--- src/rtl/cmap_pkg.sv ---
package cmap_pkg;
  typedef enum logic {
    PH_CHECK = 1'b0,
    PH_RAISE = 1'b1
  } phase_e;
endpackage

--- src/rtl/cmap_decode.sv ---
module cmap_decode #(
  parameter int N_CORE = 4,
  parameter int CORE_W = 8
) (
  input  logic [CORE_W-1:0] byte_i,
  input  logic              enc_i,
  output logic [CORE_W-1:0] core_o
);
  logic [CORE_W-1:0] low_idx;

  always_comb begin
    low_idx = '0;
    for (int i = CORE_W - 1; i >= 0; i--) begin
      if (byte_i[i]) low_idx = CORE_W'(i);
    end
  end

  always_comb begin
    if (enc_i) core_o = byte_i;
    else if (byte_i == '0 || int'(low_idx) >= N_CORE) core_o = '0;
    else core_o = low_idx;
  end
endmodule

--- src/rtl/cmap_store.sv ---
module cmap_store #(
  parameter int N_SRC  = 32,
  parameter int CORE_W = 8,
  parameter int LANES  = 4,
  localparam int N_WORD = N_SRC / LANES,
  localparam int WORD_W = $clog2(N_WORD),
  localparam int DATA_W = LANES * CORE_W
) (
  input  logic                    clk_i,
  input  logic                    rst_ni,
  input  logic                    raw_we_i,
  input  logic [WORD_W-1:0]       raw_word_i,
  input  logic [DATA_W-1:0]       raw_data_i,
  input  logic [WORD_W-1:0]       rd_word_i,
  output logic [DATA_W-1:0]       rd_data_o,
  input  logic [LANES-1:0]        upd_mask_i,
  input  logic [WORD_W-1:0]       upd_word_i,
  input  logic [DATA_W-1:0]       upd_cores_i,
  output logic [N_SRC*CORE_W-1:0] map_o
);
  logic [DATA_W-1:0] raw_q [N_WORD];

  for (genvar w = 0; w < N_WORD; w++) begin : g_raw
    always_ff @(posedge clk_i or negedge rst_ni) begin
      if (!rst_ni) raw_q[w] <= '0;
      else if (raw_we_i && raw_word_i == WORD_W'(w)) raw_q[w] <= raw_data_i;
    end
  end

  assign rd_data_o = raw_q[rd_word_i];

  for (genvar s = 0; s < N_SRC; s++) begin : g_map
    localparam int WI = s / LANES;
    localparam int LI = s % LANES;
    logic [CORE_W-1:0] core_q;
    always_ff @(posedge clk_i or negedge rst_ni) begin
      if (!rst_ni) core_q <= '0;
      else if (upd_mask_i[LI] && upd_word_i == WORD_W'(WI))
        core_q <= upd_cores_i[LI*CORE_W +: CORE_W];
    end
    assign map_o[s*CORE_W +: CORE_W] = core_q;
  end
endmodule

--- src/rtl/cmap_seq.sv ---
module cmap_seq
  import cmap_pkg::*;
#(
  parameter int N_SRC  = 32,
  parameter int CORE_W = 8,
  parameter int LANES  = 4,
  localparam int N_WORD = N_SRC / LANES,
  localparam int WORD_W = $clog2(N_WORD),
  localparam int LANE_W = $clog2(LANES),
  localparam int SRC_W  = WORD_W + LANE_W,
  localparam int DATA_W = LANES * CORE_W
) (
  input  logic                    clk_i,
  input  logic                    rst_ni,
  input  logic                    start_i,
  input  logic [WORD_W-1:0]       word_i,
  input  logic [DATA_W-1:0]       cores_i,
  input  logic [N_SRC*CORE_W-1:0] map_i,
  input  logic [N_SRC-1:0]        pend_i,
  output logic                    busy_o,
  output logic                    cmd_valid_o,
  output logic                    cmd_raise_o,
  output logic [SRC_W-1:0]        cmd_src_o,
  output logic [CORE_W-1:0]       cmd_core_o,
  output logic [LANES-1:0]        upd_mask_o,
  output logic [WORD_W-1:0]       upd_word_o,
  output logic [DATA_W-1:0]       upd_cores_o
);
  logic              busy_q;
  phase_e            phase_q;
  logic [LANE_W-1:0] lane_q;
  logic [WORD_W-1:0] word_q;
  logic [CORE_W-1:0] new_q [LANES];
  logic [CORE_W-1:0] map_a [N_SRC];

  logic [SRC_W-1:0]  src;
  logic [CORE_W-1:0] old_core, new_core;
  logic              changed, step, to_raise;

  for (genvar s = 0; s < N_SRC; s++) begin : g_unpack
    assign map_a[s] = map_i[s*CORE_W +: CORE_W];
  end
  for (genvar l = 0; l < LANES; l++) begin : g_pack
    assign upd_cores_o[l*CORE_W +: CORE_W] = new_q[l];
  end

  assign src      = {word_q, lane_q};
  assign old_core = map_a[src];
  assign new_core = new_q[lane_q];
  assign changed  = old_core != new_core;

  always_comb begin
    cmd_valid_o = 1'b0;
    cmd_raise_o = 1'b0;
    cmd_core_o  = old_core;
    upd_mask_o  = '0;
    step        = 1'b0;
    to_raise    = 1'b0;
    if (busy_q) begin
      if (phase_q == PH_RAISE) begin
        cmd_valid_o        = 1'b1;
        cmd_raise_o        = 1'b1;
        cmd_core_o         = new_core;
        upd_mask_o[lane_q] = 1'b1;
        step               = 1'b1;
      end else if (changed && pend_i[src]) begin
        cmd_valid_o = 1'b1;
        to_raise    = 1'b1;
      end else begin
        upd_mask_o[lane_q] = changed;
        step               = 1'b1;
      end
    end
  end

  always_ff @(posedge clk_i or negedge rst_ni) begin
    if (!rst_ni) begin
      busy_q  <= 1'b0;
      phase_q <= PH_CHECK;
      lane_q  <= '0;
      word_q  <= '0;
      for (int l = 0; l < LANES; l++) new_q[l] <= '0;
    end else if (!busy_q) begin
      if (start_i) begin
        busy_q  <= 1'b1;
        phase_q <= PH_CHECK;
        lane_q  <= '0;
        word_q  <= word_i;
        for (int l = 0; l < LANES; l++) new_q[l] <= cores_i[l*CORE_W +: CORE_W];
      end
    end else if (to_raise) begin
      phase_q <= PH_RAISE;
    end else if (step) begin
      phase_q <= PH_CHECK;
      if (lane_q == LANE_W'(LANES - 1)) busy_q <= 1'b0;
      else lane_q <= lane_q + 1'b1;
    end
  end

  assign busy_o     = busy_q;
  assign cmd_src_o  = src;
  assign upd_word_o = word_q;
endmodule

--- src/rtl/cmap_engine.sv ---
module cmap_engine #(
  parameter int N_SRC  = 32,
  parameter int N_CORE = 4,
  parameter int CORE_W = 8,
  parameter int LANES  = 4,
  localparam int N_WORD = N_SRC / LANES,
  localparam int WORD_W = $clog2(N_WORD),
  localparam int SRC_W  = WORD_W + $clog2(LANES),
  localparam int DATA_W = LANES * CORE_W
) (
  input  logic                    clk_i,
  input  logic                    rst_ni,
  input  logic                    wr_en_i,
  input  logic                    wr_restore_i,
  input  logic [WORD_W-1:0]       wr_word_i,
  input  logic [DATA_W-1:0]       wr_data_i,
  input  logic                    enc_mode_i,
  input  logic [N_SRC-1:0]        raw_pend_i,
  input  logic [WORD_W-1:0]       rd_word_i,
  output logic [DATA_W-1:0]       rd_data_o,
  output logic [N_SRC*CORE_W-1:0] core_map_o,
  output logic                    busy_o,
  output logic                    cmd_valid_o,
  output logic                    cmd_raise_o,
  output logic [SRC_W-1:0]        cmd_src_o,
  output logic [CORE_W-1:0]       cmd_core_o
);
  logic [DATA_W-1:0] dec_cores;
  logic              accept, restore_upd;
  logic [LANES-1:0]  seq_mask, upd_mask;
  logic [WORD_W-1:0] seq_word, upd_word;
  logic [DATA_W-1:0] seq_cores, upd_cores;

  for (genvar l = 0; l < LANES; l++) begin : g_dec
    cmap_decode #(.N_CORE(N_CORE), .CORE_W(CORE_W)) u_dec (
      .byte_i (wr_data_i[l*CORE_W +: CORE_W]),
      .enc_i  (enc_mode_i),
      .core_o (dec_cores[l*CORE_W +: CORE_W])
    );
  end

  assign accept      = wr_en_i && !busy_o;
  assign restore_upd = accept && wr_restore_i;

  // restore only lands while the sequencer is idle, so the two never collide
  assign upd_mask  = restore_upd ? {LANES{1'b1}} : seq_mask;
  assign upd_word  = restore_upd ? wr_word_i : seq_word;
  assign upd_cores = restore_upd ? dec_cores : seq_cores;

  cmap_store #(.N_SRC(N_SRC), .CORE_W(CORE_W), .LANES(LANES)) u_store (
    .clk_i       (clk_i),
    .rst_ni      (rst_ni),
    .raw_we_i    (accept),
    .raw_word_i  (wr_word_i),
    .raw_data_i  (wr_data_i),
    .rd_word_i   (rd_word_i),
    .rd_data_o   (rd_data_o),
    .upd_mask_i  (upd_mask),
    .upd_word_i  (upd_word),
    .upd_cores_i (upd_cores),
    .map_o       (core_map_o)
  );

  cmap_seq #(.N_SRC(N_SRC), .CORE_W(CORE_W), .LANES(LANES)) u_seq (
    .clk_i       (clk_i),
    .rst_ni      (rst_ni),
    .start_i     (accept && !wr_restore_i),
    .word_i      (wr_word_i),
    .cores_i     (dec_cores),
    .map_i       (core_map_o),
    .pend_i      (raw_pend_i),
    .busy_o      (busy_o),
    .cmd_valid_o (cmd_valid_o),
    .cmd_raise_o (cmd_raise_o),
    .cmd_src_o   (cmd_src_o),
    .cmd_core_o  (cmd_core_o),
    .upd_mask_o  (seq_mask),
    .upd_word_o  (seq_word),
    .upd_cores_o (seq_cores)
  );
endmodule

--- config.mk ---
export PLATFORM = sky130hd
export DESIGN_NAME = cmap_engine
export DESIGN_NICKNAME = d
export VERILOG_FILES = /design/src/rtl/cmap_pkg.sv /design/src/rtl/cmap_decode.sv /design/src/rtl/cmap_store.sv /design/src/rtl/cmap_seq.sv /design/src/rtl/cmap_engine.sv
export SDC_FILE = /design/constraint.sdc
export NUM_CORES = 1
export LEC_CHECK = 0
export BUFFER_PORTS_ARGS = -buffer_cell sky130_fd_sc_hd__buf_2
export CORE_MARGIN = 5
export CORE_UTILIZATION = 54
export DETAILED_ROUTE_END_ITERATION = 12
export PLACE_DENSITY = 0.81
export SLEW_MARGIN = 20
export SYNTH_ARGS = -nofsm -noshare
export SYNTH_HDL_FRONTEND = slang
export SYNTH_HIERARCHICAL = 1
export SYNTH_SLANG_ARGS = --single-unit
--- constraint.sdc ---
create_clock -name clk_i -period 10 [get_ports clk_i]
set_input_delay 1 -clock clk_i [delete_from_list [all_inputs] [get_ports clk_i]]
set_output_delay 1 -clock clk_i [all_outputs]
set_load 0.05 [all_outputs]
Yosys cells after proc, flatten, opt, wreduce, memory -nomap -nowiden
Cells that the tools add are included. W data, S select, Z words.

Add/sub/neg operators: 1. Magnitude comparators: 10. Eq/ne operators: 20. Mux-type cells: 85. Bitwise gates (word level): 5. Reduce and logical (&&, ||, !) cells: 61.

Operator list (number): $mux W3 (37); $bmux W32 S3 (1); $mux W32 (3); $mux W8 (10); $logic_and A1 B1 Y1 (45); $bmux W8 S5 (1); $logic_not A8 Y1 (4); $eq A3 B3 Y1 const B (8); $mux W1 (21); $bmux W8 S2 (1); $mux W4 (4); $ge A3 B3 Y1 const B (5); $eq A3 B2 Y1 const B (4); $mux W2 (5); $ne A8 B8 Y1 (1); $eq A3 B1 Y1 const B (2); $ge A6 B6 Y1 const B (1); $logic_not A3 Y1 (2); $lt A5 B6 Y1 const B (1); $ne A2 B2 Y1 const B (3); $not A5 Y6 (1); $bmux W1 S5 (1); $and A4 B4 Y4 (1); $ge A4 B4 Y1 const B (1); 14 further kinds (19).

Register bits after elaboration: 551. Output and inout bits: 304.

Depth between registers and ports, before layout
Word-level depth: 13. Mapped depth: 18. Mapped depth without buffers: 12.

Cells and area by module
Netlist, hierarchy kept.

By module, submodules not included: cmap_store (instances 1, cells an instance 1234, area an instance 21371.7 µm², seq. area each 12812.3 µm²); cmap_seq (instances 1, cells an instance 447, area an instance 4559.4 µm², seq. area each 975.9 µm²); cmap_engine (instances 1, cells an instance 46, area an instance 506.7 µm², seq. area each 0.0 µm²); cmap_decode (instances 4, cells an instance 14, area an instance 87.6 µm², seq. area each 0.0 µm²).

Worst setup path after synthesis
No wires, ideal clock.

Kind: reg2reg. Start: reg u_seq.lane_q[1]. End: reg u_store.g_map[10].core_q[0]. Library setup time: 0.125 ns. Arrival time: 3.914 ns. Required time: 9.875 ns. Slack: 5.961 ns. Stages on the path, launching flop included: 17. Buffers on the path: 4. Cells stage by stage: dfrtp_1 buf_2 and2b_1 clkbuf_1 a22oi_1 a21oi_1 or4_1 xor2_1 o211ai_2 o31ai_1 a21boi_0 and2_1 nand2b_1 buf_2 nor4bb_1 buf_2 mux2_2.

Word-level cells in the longest chain between the ends: 11. Elaborated cells between the ends (all ways): 23. Those cells by class: order compare (2); eq/ne (1); mux (14); bitwise (3); reduce/logical (3).

Ends and longest elaborated chain: from (decl) (line cmap_seq.sv:31) `logic [LANE_W-1:0] lane_q;`; from (signal assigned) (line cmap_seq.sv:96) `else lane_q <= lane_q + 1'b1;`; $not A5 Y6 (not written as such) or $not A2 Y3 (tied branches) (line cmap_seq.sv:48, cmap_seq.sv:49); $bmux W8 S5 or $bmux W8 S2 (tied branches) (line cmap_seq.sv:48, cmap_seq.sv:49); $mux W8, on equally long branches (2 in series) (line cmap_seq.sv:48, cmap_seq.sv:49); $ne A8 B8 Y1 (line cmap_seq.sv:50) `assign changed = old_core != new_core;`; $and A4 B4 Y4 (no source line) or $logic_and A1 B1 Y1 (tied branches); $mux W4 (line cmap_seq.sv:66) `end else if (changed && pend_i[src]) begin`; $mux W4 (*) (line cmap_seq.sv:60) `if (phase_q == PH_RAISE) begin`; $mux W4 (*) (line cmap_seq.sv:59) `if (busy_q) begin`; net seq_mask[2] (line cmap_engine.sv:30) `logic [LANES-1:0] seq_mask, upd_mask;`; $mux W4 (*) (line cmap_engine.sv:46) `assign upd_mask = restore_upd ? {LANES{1'b1}} : seq_mask;`; net upd_mask[2] (line cmap_engine.sv:30); $logic_and A1 B1 Y1 (*) (line cmap_store.sv:38) `else if (upd_mask_i[LI] && upd_word_i == WORD_W'(WI))`; to (signal assigned) (line cmap_store.sv:39) `core_q <= upd_cores_i[LI*CORE_W +: CORE_W];`; to (decl) (line cmap_store.sv:35) `logic [CORE_W-1:0] core_q;`.

Mark *: on every way through the listed nets, which the timed path passes. The rest lies on a longest branch. The select of a mux whose other input is x is not followed. A chain may end at the register's enable or synchronous reset.

Final worst setup path
Start: reg u_seq.lane_q[0]. End: reg u_store.g_map[11].core_q[5].

Word-level cells in the longest chain between the ends: 11. Elaborated cells between the ends (all ways): 23. Those cells by class: order compare (2); eq/ne (1); mux (14); bitwise (3); reduce/logical (3).

Ends and longest elaborated chain (line): $not A5 Y6 (not written as such) or $not A2 Y3 (tied branches) (cmap_seq.sv:48, cmap_seq.sv:49); $bmux W8 S5 or $bmux W8 S2 (tied branches) (cmap_seq.sv:48, cmap_seq.sv:49); $mux W8, on equally long branches (2 in series) (cmap_seq.sv:48, cmap_seq.sv:49); $ne A8 B8 Y1 (cmap_seq.sv:50); $and A4 B4 Y4 (no source line) or $logic_and A1 B1 Y1 (tied branches); $mux W4 (cmap_seq.sv:66); $mux W4 (*) (cmap_seq.sv:60); $mux W4 (*) (cmap_seq.sv:59); net seq_mask[3] (cmap_engine.sv:30); $mux W4 (*) (cmap_engine.sv:46); net upd_mask[3] (cmap_engine.sv:30); $logic_and A1 B1 Y1 (*) (cmap_store.sv:38); to (signal assigned) (cmap_store.sv:39); to (decl) (cmap_store.sv:35).

Marked as above.

==> results.md <==
* Status: finished, final reports clean
* Comb pwr share at 49.2%
* Leak at 15.0 nW
* HP Class: in -> async
* XOR/XNOR share of the synthesized area at 0.131%
* Routed Antenna Nets at 0
* H-tree levels at 2
* Hold Vio Cnt, Final at 0
* Initial drt markers at 1,743
* Metal2 WL at 39,100 um
* Final TNS setup at 0 ns
* Max-slew headroom at 25.0%
* Worst R2R Start: u_seq/lane_q[0]
* Crit share post-route at 60.2%
* Congestion Overflow GR at 0
* Maximum VDD drop at 0.202 mV
* Post-CTS Hold Buffers at 0
* CTS Sinks at 551
* Pwr dens at 379 mW/mm^2
* Post-route minimum period at 6.02 ns
* DR WL met3 at 7500 um
* Nets at 2,204
* Final WL at 82,100 um
* Post-synth top cells: mux2_2, dfrtp_1, mux2i_1
* Starting Density at 54.6%
* Post_cts resized at 0
* Top_reg_cell synth: dfrtp_1
* Async set or reset register ratio after synthesis at 100%
* Startpoint Class: register
* Num rows at 81
* Leading post-synthesis cells by cell area: dfrtp_1, mux2_2, mux4_2
* Setup violators final at 0
* Total Power at 0.0117 W
* Crit. End Element: register
* Drt wl/cell at 29.0 um
* Dpl ws at 4.14 ns
* Area Growth Syn to Fin at 15.4%
* Die footprint at 0.0542 mm^2
* WL met1 at 31,600 um
* Most frequent cell after synthesis: mux2_2
* R2r endpoint: u_store/g_map[11].core_q[5]
* First-pass GRT wire length at 121,000 um
* # Post-CTS Setup Buffers at 0
* Yosys synthesis warning count at 6
* Detailed Place HPWL at 58,100 um
* Internal power at 0.00630 W
* Post-synth EDFFs at 0
* Synth unique cells at 59
* Ports at 379
* Top cell type's share of synthesized area at 51.5%
* Largest net degree at the start of global routing at 111
* Die Width at 233 um
* MaxCap Viol Count at 0
* Gp weighted congestion at 0.982
* CTS tree: built
* Post-synthesis mux area share at 37.5%
* Highest metal used: met5
* Vias in the first global route at 18.5k
* Post-Synth Adder-Cell Area at 0.187%
* WP data arrival at 6.52 ns
* Synthesized area at 0.0268 mm^2
* Syn Inst Count at 1,783
* CTS Buf Count at 55
* DRC at 0
* Register area share after synthesis at 51.5%
* Fin. max-slew vios at 0
* RSZ-0062 raised after global routing: no
* Die height at 233 um
* Clock-pin slew on the worst setup and hold paths at 0.06 ns
* Input/output buffers at 378
* Critical Path Source: u_seq/lane_q[0]
* Clk Latency, worst-skew pair at 0.61 ns
* Initial antenna violation count at 8
* CP Max Fanout at 43
* Worst-case clock buffer depth at 3
* Cell taking the most area after synthesis: dfrtp_1
* Simple-Gate Fraction of Synth Area at 4.51%
* Worst-margin pin slew at 1.11 ns
* Switching power total at 0.00542 W
* Core ar. at 0.0491 mm^2
* Vias at 18.0k
* Mean post-synth cell area at 15.0 um^2
* Sequential power share at 33.3%
* Max Freq at 0.166 GHz
* Share of layout cells above drive strength 1 at 58.2%
* Synth Net Count at 1,862
* Largest family of logic cells by synthesized area: multiplexers
* Post-synthesis compound-gate area fraction at 3.26%
* R2R cell count at 13
* Root Buffer: clkbuf_16
* Vias per cell at 6.34
* Post-route setup slack at 3.98 ns
* GR Util All Layers at 29.6%
* Synthesized flop and latch total at 551
* Worst Setup Path Type: reg -> reg
* Fraction of power consumed by the clock network at 17.5%
* Net Sw Frac at 46.2%
* Worst Setup EP: u_store/g_map[11].core_q[5]
* Clk_skew at 0.0195 ns
* FF-to-FF setup slack at 3.98 ns
* Pre-antenna DRT Iters at 5
* CP required at 10.49 ns
## power groups by stage
| stage | clock (W) | sequential, W | combinational (W) |
|---|---|---|---|
| CTS | 0.00208 | 0.00387 | 0.00572 |
| global route | 0.00217 | 0.00398 | 0.00599 |
| floorplan | 0 | 0.00491 | 0.00300 |
| detailed placement | 0 | 0.00391 | 0.00570 |
| global placement | 0 | 0.00384 | 0.00559 |
| finish | 0.00205 | 0.00390 | 0.00577 |
## per-layer routing
layer,track usage [%],vias up
met5,0,-
met3,7.91,228
met1,38.8,9466
met2,47.5,884
met4,11.8,8
li1,-,7393
## worst min path at each step
stage	slack (ns)	cells past startpoint	end	start
floorplan	0.45	1	u_store/raw_q[192]	u_store/raw_q[192]
global placement	0.46	1	u_store/raw_q[192]	u_store/raw_q[192]
detailed placement	0.48	1	u_store/raw_q[229]	u_store/raw_q[229]
CTS	0.49	1	u_store/raw_q[254]	u_store/raw_q[254]
global route	0.51	1	u_store/raw_q[112]	u_store/raw_q[112]
finish	0.47	1	u_store/g_map[21].core_q[5]	rst_ni
## critical path, stage by stage (launching register included)
cell      delay, ns
dfrtp_4        0.92
buf_4          0.71
mux2i_1        0.20
a22oi_1        0.58
a21oi_1        0.14
nor4_1         0.51
xnor2_1        0.14
nand3_1        0.18
o31ai_1        0.11
a21boi_0       0.38
and2_1         0.18
nand2b_1       0.32
nor4bb_2       1.03
mux2_2         0.43
## sequential cells by signal, indices dropped and copies added (netlist names)
| register | count |
|---|---|
| u_store/g_map.core_q | 256 |
| u_store/raw_q | 256 |
| u_seq/upd_cores_o | 32 |
| u_seq/upd_word_o | 3 |
| u_seq/lane_q | 2 |
| u_seq/busy_o | 1 |
| u_seq/phase_q | 1 |
## kinds of logic after synthesis
| kind of cell | after synthesis |
|---|---|
| buffers and inverters | 124 |
| adder cells (fa/ha/maj) | 4 |
| AND/OR/NAND/NOR | 159 |
| AO/OA/AOI/OAI | 123 |
| multiplexers | 818 |
| XOR/XNOR | 4 |
| flip-flops | 551 |
## layout by cell type, fill, tap and decap left out, types with 5 or more instances in the layout
| cell | n |
|---|---|
| mux2_2 | 600 |
| dfrtp_1 | 549 |
| buf_2 | 375 |
| mux2i_1 | 115 |
| mux4_2 | 86 |
| clkbuf_16 | 55 |
| a22oi_1 | 49 |
| nand2_1 | 30 |
| a21oi_1 | 25 |
| and2_2 | 24 |
| buf_4 | 24 |
| clkbuf_8 | 15 |
| nor2b_1 | 13 |
| nor2_1 | 13 |
| clkinv_2 | 12 |
| nand4b_2 | 12 |
| mux2_1 | 11 |
| nor4bb_2 | 11 |
| clkbuf_1 | 9 |
| o21ai_1 | 8 |
| mux2_4 | 6 |
| nand2b_1 | 6 |
| inv_1 | 6 |
| and2_1 | 6 |
| a22o_1 | 6 |
| o21ai_2 | 5 |
| nand3_1 | 5 |
| nor3_1 | 5 |
| nor4b_4 | 5 |
## area by class of cell
| type | instances | area, um^2 |
|---|---|---|
| tap | 664 | 831 |
| timing repair buffer | 403 | 2110 |
| clock buffer | 79 | 1620 |
| inverter | 6 | 22.5 |
| multi-input combinational | 1108 | 12400 |
| clock inverter | 19 | 176 |
| sequential | 551 | 13800 |
| antenna | 4 | 10.0 |
| fill | 3657 | 18100 |
## through the flow
stage	cell area, um^2	utilization, %	hold WS [ns]	instances
6_report	30900	63.0	0.472	2834
5_1_grt	30900	63.0	0.508	2830
3_3_place_gp	29100	59.3	0.462	2732
2_1_floorplan	26800	-	0.453	1783
4_1_cts	30900	63.0	0.492	2830
3_5_place_dp	29100	59.3	0.478	2732
(Power assumes the default switching activity.)
